`src/rtl/arp_reply_engine.sv`:
```
module arp_reply_engine (
  input  logic        clk,
  input  logic        rst_n,
  input  logic [47:0] local_mac,
  input  logic [31:0] local_ip,
  input  logic [63:0] req_data,
  input  logic        req_valid,
  output logic        req_ready,
  input  logic [7:0]  req_keep,
  input  logic        req_last,
  input  logic        req_user,
  output logic [63:0] rpl_data,
  output logic        rpl_valid,
  input  logic        rpl_ready,
  output logic [7:0]  rpl_keep,
  output logic        rpl_last,
  output logic        rpl_user
);
  localparam logic [31:0] TYPE_WORD  = 32'h0100_0608;
  localparam logic [47:0] ARP_WORD   = 48'h0100_0406_0008;
  localparam logic [15:0] OP_ANSWER  = 16'h0200;
  localparam logic [2:0]  LAST_HDR   = 3'd5;

  logic [2:0]  in_idx, out_idx;
  logic        drop, busy, take, beat_bad, frame_ok;
  logic [47:0] peer_mac;
  logic [31:0] peer_ip;
  logic [511:0] frame;
  logic        unused_keep;

  assign unused_keep = ^req_keep;
  assign req_ready   = !busy;
  assign take        = req_valid && req_ready;

  always_comb begin
    beat_bad = req_user;
    case (in_idx)
      3'd1:    if (req_data[63:32] != TYPE_WORD) beat_bad = 1'b1;
      3'd2:    if (req_data[47:0] != ARP_WORD) beat_bad = 1'b1;
      3'd4:    if (req_data[63:48] != local_ip[15:0]) beat_bad = 1'b1;
      3'd5:    if (req_data[15:0] != local_ip[31:16]) beat_bad = 1'b1;
      default: ;
    endcase
    if (req_last && in_idx < LAST_HDR) beat_bad = 1'b1;
  end

  assign frame_ok = !drop && !beat_bad;

  always_ff @(posedge clk) begin
    if (!rst_n) begin
      in_idx   <= '0;
      out_idx  <= '0;
      drop     <= 1'b0;
      busy     <= 1'b0;
      peer_mac <= '0;
      peer_ip  <= '0;
    end else begin
      if (take) begin
        if (in_idx == 3'd2) peer_mac[15:0] <= req_data[63:48];
        if (in_idx == 3'd3) begin
          peer_mac[47:16] <= req_data[31:0];
          peer_ip         <= req_data[63:32];
        end
        if (req_last) begin
          in_idx <= '0;
          drop   <= 1'b0;
          busy   <= frame_ok;
        end else begin
          if (in_idx != 3'd7) in_idx <= in_idx + 3'd1;
          drop <= drop || beat_bad;
        end
      end
      if (busy && rpl_ready) begin
        out_idx <= out_idx + 3'd1;
        if (out_idx == 3'd7) busy <= 1'b0;
      end
    end
  end

  assign frame = {176'd0, peer_ip, peer_mac, local_ip, local_mac, OP_ANSWER,
                  8'h04, 8'h06, 16'h0008, 16'h0100, 16'h0608, local_mac, peer_mac};

  assign rpl_data  = frame[{out_idx, 6'd0} +: 64];
  assign rpl_valid = busy;
  assign rpl_keep  = 8'hFF;
  assign rpl_last  = busy && (out_idx == 3'd7);
  assign rpl_user  = 1'b0;

  assert_hold_R10: assert property (@(posedge clk) disable iff (!rst_n)
    rpl_valid && !rpl_ready |=> rpl_valid && $stable(rpl_data) && $stable(rpl_last));

  assert_stall_R11: assert property (@(posedge clk) disable iff (!rst_n)
    rpl_valid |-> !req_ready);

  assert_beat_shape_R2: assert property (@(posedge clk) disable iff (!rst_n)
    rpl_valid |-> (rpl_keep == 8'hFF) && !rpl_user);

  assert_drain_R2: assert property (@(posedge clk) disable iff (!rst_n)
    rpl_valid && rpl_ready && rpl_last |=> !rpl_valid && req_ready);

  assert_clean_end_R12: assert property (@(posedge clk) disable iff (!rst_n)
    $rose(rpl_valid) |-> $past(req_valid && req_ready && req_last && !req_user));
endmodule

```
`config.mk`:
```
export PLATFORM = sky130hd
export DESIGN_NAME = arp_reply_engine
export DESIGN_NICKNAME = d
export VERILOG_FILES = /design/src/rtl/arp_reply_engine.sv
export SDC_FILE = /design/constraint.sdc
export NUM_CORES = 1
export LEC_CHECK = 0
export BUFFER_PORTS_ARGS = -buffer_cell sky130_fd_sc_hd__buf_4
export CORE_ASPECT_RATIO = 1.5
export CORE_MARGIN = 3
export CORE_UTILIZATION = 43
export CTS_CLUSTER_DIAMETER = 200
export CTS_CLUSTER_SIZE = 8
export DETAILED_ROUTE_END_ITERATION = 6
export GPL_TIMING_DRIVEN = 1
export PLACE_DENSITY = 0.77
export RECOVER_POWER = 100
export SLEW_MARGIN = 20
export SYNTH_ARGS = -nofsm -noshare
export SYNTH_HDL_FRONTEND = slang
export SYNTH_SLANG_ARGS = --single-unit
```
`constraint.sdc`:
```
create_clock -name clk -period 1.6 [get_ports clk]
set_input_delay 0.48 -clock clk [delete_from_list [all_inputs] [get_ports clk]]
set_output_delay 0.48 -clock clk [all_outputs]
set_load 0.01 [all_outputs]
```
* Yosys cells after proc, flatten, opt, wreduce, memory -nomap -nowiden *
Cells that the tools add are included.

word-level totals
  output and inout port bits = 76
  flip-flop bits (word level) = 88
  word-level logic and storage cells = 48
  input port bits = 158

operators by class
  $lt $le $gt $ge = 1
  equal/unequal tests = 11
  add/sub/neg operators = 2
  multiplexer cells = 13
  reductions and logical operators = 13
  shift-type cells = 1

operators by type and width
  cell                    number
  $shiftx A512 B10 Y64    1
  $ne A48 B41 Y1 const B  1
  $ne A16 B16 Y1          2
  $ne A32 B25 Y1 const B  1
  $mux W1                 10
  $eq A3 B3 Y1 const B    3
  $add A3 B1 Y3 const B   2
  $eq A3 B2 Y1 const B    2
  $mux W3                 2
  $reduce_and A2 Y1       3
  $logic_and A1 B1 Y1     5
  $pmux W1 S4             1
  $eq A3 B1 Y1 const B    1
  $logic_not A1 Y1        3
  $lt A3 B3 Y1 const B    1
  $ne A3 B3 Y1 const B    1
  $reduce_bool A2 Y1      1
  $logic_or A1 B1 Y1      1

* Depth between registers and ports, before layout *
  depth after elaboration = 10
  depth in mapped cells = 7
  gate-level depth less buffers = 7

* Worst setup path after synthesis *
No wires, ideal clock.

  path kind = reg-to-output
  from = register out_idx[0]
  to = output rpl_data[17]
  path buffers = 2
  required time = 1.120 ns
  arrival = 1.362 ns
  path slack = -0.242 ns
  cell stages (with the launch flop) = 5
  cell sequence = dfxtp_1 -> clkbuf_1 -> clkbuf_1 -> a21oi_1 -> o21ai_0

between the ends
  longest elaborated chain between the ends = 1

RTL lines
  what                    RTL line  RTL
  from (decl)             24        logic [2:0] in_idx, out_idx;
  from (signal assigned)  74        out_idx <= out_idx + 3'd1;
  $shiftx A512 B10 Y64    83        assign rpl_data = frame[{out_idx, 6'd0} +: 64];
  to (decl)               12        output logic [63:0] rpl_data,

Every way passes these cells.

* Final worst setup path *
  from = register out_idx[1]
  to = output rpl_data[50]

Same word-level chain as after synthesis.

==> results.txt <==
* Result of the run: complete, but fails checks
- The final reports fail on setup timing.
- Mean routed wirelength per cell: 18.79 µm
- Proportion of layout cells with a drive suffix above 1: 0.4309
* Core ar.: 11650 µm²
- Setup repair after global routing could not meet its margin everywhere.
- Minimum setup slack among reg-to-reg paths: 0.06 ns
- The floorplan has 48 rows.
- Worst setup timing slack at the placement stage: -0.6177 ns
- WS Path Type: flip-flop to primary output
- First-pass detailed-route iteration total: 5
* Commonest cells after routing, fill and taps aside: sky130_fd_sc_hd__buf_4 (252), sky130_fd_sc_hd__nand2_1 (194), sky130_fd_sc_hd__dfxtp_1 (83)
* Die height: 140.3 µm
* Async SR Flop Fraction: 0
- Slew Viols, Final: 0
* Hold path startpoint: req_data[43]
- Sequential cell area fraction in the yosys report: 0.3408
* Share of the clock period used by the worst path: 1.271
- Global-route wire length before repair: 30030 µm
- Sum of negative setup slack: -24.71 ns
* Clock insertion delay at the later pin of the skew report: 0.35 ns
- STA classifies the critical path endpoint as a primary output.
- Max Root-Sink Buffers: 2
- Once detailed placement completed, the half-perimeter wirelength came to 14520 µm.
* Post-layout instance area: 8566 µm²
- GR Util All Layers: 0.2916
* Slack of the critical path: -0.4338 ns
* Worst-path fanout max: 8
- Gate count of the mapped netlist: 688
- Most common cell after layout, fill and taps aside: sky130_fd_sc_hd__buf_4
* Cell types occupying the most area after synthesis: sky130_fd_sc_hd__dfxtp_1 (34%), sky130_fd_sc_hd__nand2_1 (15%), sky130_fd_sc_hd__a21boi_1 (11%)
- Static leakage power: 3.598 nW
- In this run, CTS created clock tree buffers numbering 9.
- Worst reg2reg path endpoint: peer_mac[18]
* Horizontal extent of the die: 95.52 µm
- Detail Route Antenna Nets: 0
- The area growth from synthesis to layout is 65.72%.
* Cell area after synthesis: 5169 µm²
- CTS sink cnt: 88
- The worst hold path passes through 3 cells.
- Antenna violations before repair: 0
- Floorplan die area: 13400 µm²
- After detailed routing, the total wire length is 20910 µm.
- Max frequency: 491.7 MHz
- Worst Hold Endpoint: peer_ip[11]
- Of the post-synthesis cell area, the dominant cell type holds 0.3408.
- Post-synth top area cell: sky130_fd_sc_hd__dfxtp_1
* Max Cap Viol: 0
- Number of placed I/O pins: 234
- Number of vias after detailed routing: 6159
- Final setup skew: 0.009583 ns
- Final-stage net count: 1127
- Summed over all layers, the global routing overflow is 0.
- Number of global-route vias before repair: 5850
* Required time at the worst-slack endpoint: 1.12 ns
* Detailed Route Iter0 Violations: 336
- TritonCTS built the clock tree.
- Clock-pin slew was measured on the worst setup and hold paths at 0.06 ns.
* Final Wtd Congestion: 0.9357
* Final cell utilization of the core: 0.7352
- During synthesis, Yosys emitted a total of 0 warnings.
- # diodes: 0
* Final Hold Vio Count: 0
* Largest net degree at the start of global routing: 90
- Buffers placed on the I/O ports in this run total 216.
* #FFs+latches synth: 88
* Setup Viol. Count Final: 65
- CTS Root Cell: sky130_fd_sc_hd__clkbuf_16
- The worst setup path is launched from a flip-flop.
- At the worst endpoint, the arrival time is 1.55 ns.
* FF-to-FF path depth: 7
- Quantity of hold-fixing buffers added after cts: 0
- Placed Area: 7553 µm²
- The number of different library cells used by synthesis comes to 39.
* Count of flip-flops with a built-in enable after synthesis: 0
- For this run, the leading register cell type out of synthesis is sky130_fd_sc_hd__dfxtp_1.
* Initial cell density of the core: 0.4436
- After detailed routing, the number of vias per cell comes to 5.534.
- Pwr Density: 608.0 nW/µm²
- Across the VDD grid, the largest voltage drop is 515.9 µV.
* Average size of a mapped cell: 7.513 µm²
- Min Clock Period, post-route: 2.034 ns
* Hold/Removal Path Class: input pin to flip-flop
* FF-to-FF Start: in_idx[0]
- Detailed-route DRC error count: 0
- Depth of the CTS H-tree: 3
[critical path, cell delays in order, from the launching register on]
cell                      delay, ns
sky130_fd_sc_hd__dfxtp_2       0.32
sky130_fd_sc_hd__buf_6         0.13
sky130_fd_sc_hd__nor2_4        0.13
sky130_fd_sc_hd__and2_4        0.21
sky130_fd_sc_hd__buf_12        0.14
sky130_fd_sc_hd__nand2_2       0.07
sky130_fd_sc_hd__o21ai_1       0.07
sky130_fd_sc_hd__buf_4         0.14
[sequential cells by signal (all words and copies together), names as in the netlist]
name / flops
peer_mac: 48
peer_ip: 32
in_idx: 3
out_idx: 3
drop: 1
rpl_valid: 1
[per-stage QoR]
stage                     hold slack (ns)  power, mW  instances
after floorplan                    0.4353      2.526        695
after global placement             0.4409      3.066       1093
after detailed placement           0.4451      3.072       1093
after CTS                          0.3845      5.171       1107
after global routing               0.3794      5.365       1113
final                              0.3825      5.208       1113
[final cells by class]
| class | count | area, µm² |
|---|---|---|
| clock buffer | 11 | 242.7 |
| sequential | 88 | 1773 |
| multi-input combinational | 531 | 3562 |
| fill | 907 | 3085 |
| timing repair buffer | 309 | 2678 |
| tap | 150 | 187.7 |
| inverter | 21 | 78.83 |
| clock inverter | 3 | 43.79 |
[where the power goes]
part	internal, mW	switching, mW	total, mW
Clock	1.24	0.856	2.09
Sequential	2.20	0.00697	2.20
Combinational	0.530	0.382	0.912
[repair_timing]
item | 4_1_cts | 5_1_grt
buffers inserted | 6 | 6
cloned | 2 | 2
endpoints found under the setup margin | 68 | 88
resized for setup | 84 | 63
pin swaps | 28 | 25
[cell families (layout without fill, tap and decap cells)]
logic type	count (synthesis)	in the layout	share of synthesized area
AND/OR/NAND/NOR	286	287	0.2488
AO/OA/AOI/OAI	192	192	0.2636
flip-flops	88	88	0.3408
buffers and inverters	77	344	0.06560
XOR/XNOR	33	33	0.05592
adder cells (fa/ha/maj)	9	9	0.02179
other	2	9	0.001453
multiplexers	1	1	0.001937
[metal layers]
layer | global-route usage | part of all wire
met5 | 0 | 0
met2 | 0.5103 | 0.53
met3 | 0.06341 | 0.083
met1 | 0.3256 | 0.34
met4 | 0.1417 | 0.048
[worst max path at each step]
stage / slack (ns) / end / depth (start not counted) / from
6_report: -0.43 / rpl_data[50] / 7 / out_idx[1]
2_1_floorplan: -0.009 / rpl_data[10] / 4 / out_idx[2]
4_1_cts: -0.41 / rpl_data[55] / 7 / out_idx[1]
3_3_place_gp: -0.61 / drop / 8 / req_data[31]
5_1_grt: -0.48 / rpl_data[50] / 7 / out_idx[1]
3_5_place_dp: -0.62 / drop / 8 / req_data[31]
[synth_stat cells (2+ instances only)]
| cell type | number |
|---|---|
| sky130_fd_sc_hd__nor2_1 | 4 |
| sky130_fd_sc_hd__o22ai_2 | 2 |
| sky130_fd_sc_hd__clkbuf_1 | 33 |
| sky130_fd_sc_hd__o22ai_1 | 3 |
| sky130_fd_sc_hd__dfxtp_1 | 88 |
| sky130_fd_sc_hd__buf_2 | 13 |
| sky130_fd_sc_hd__nand2b_1 | 3 |
| sky130_fd_sc_hd__o21ai_1 | 15 |
| sky130_fd_sc_hd__ha_1 | 9 |
| sky130_fd_sc_hd__inv_1 | 20 |
| sky130_fd_sc_hd__nor4b_1 | 4 |
| sky130_fd_sc_hd__a22o_1 | 43 |
| sky130_fd_sc_hd__nand4_1 | 9 |
| sky130_fd_sc_hd__a21boi_0 | 7 |
| sky130_fd_sc_hd__nand3_1 | 7 |
| sky130_fd_sc_hd__a21oi_1 | 21 |
| sky130_fd_sc_hd__nor4b_2 | 2 |
| sky130_fd_sc_hd__nand2_1 | 209 |
| sky130_fd_sc_hd__buf_4 | 9 |
| sky130_fd_sc_hd__nor2b_1 | 23 |
| sky130_fd_sc_hd__a21boi_1 | 75 |
| sky130_fd_sc_hd__xnor2_1 | 33 |
| sky130_fd_sc_hd__and2_1 | 6 |
| sky130_fd_sc_hd__o21ai_0 | 21 |
| sky130_fd_sc_hd__conb_1 | 2 |
| sky130_fd_sc_hd__nor4_1 | 14 |
Note: power is estimated with default switching activity, not from simulation.
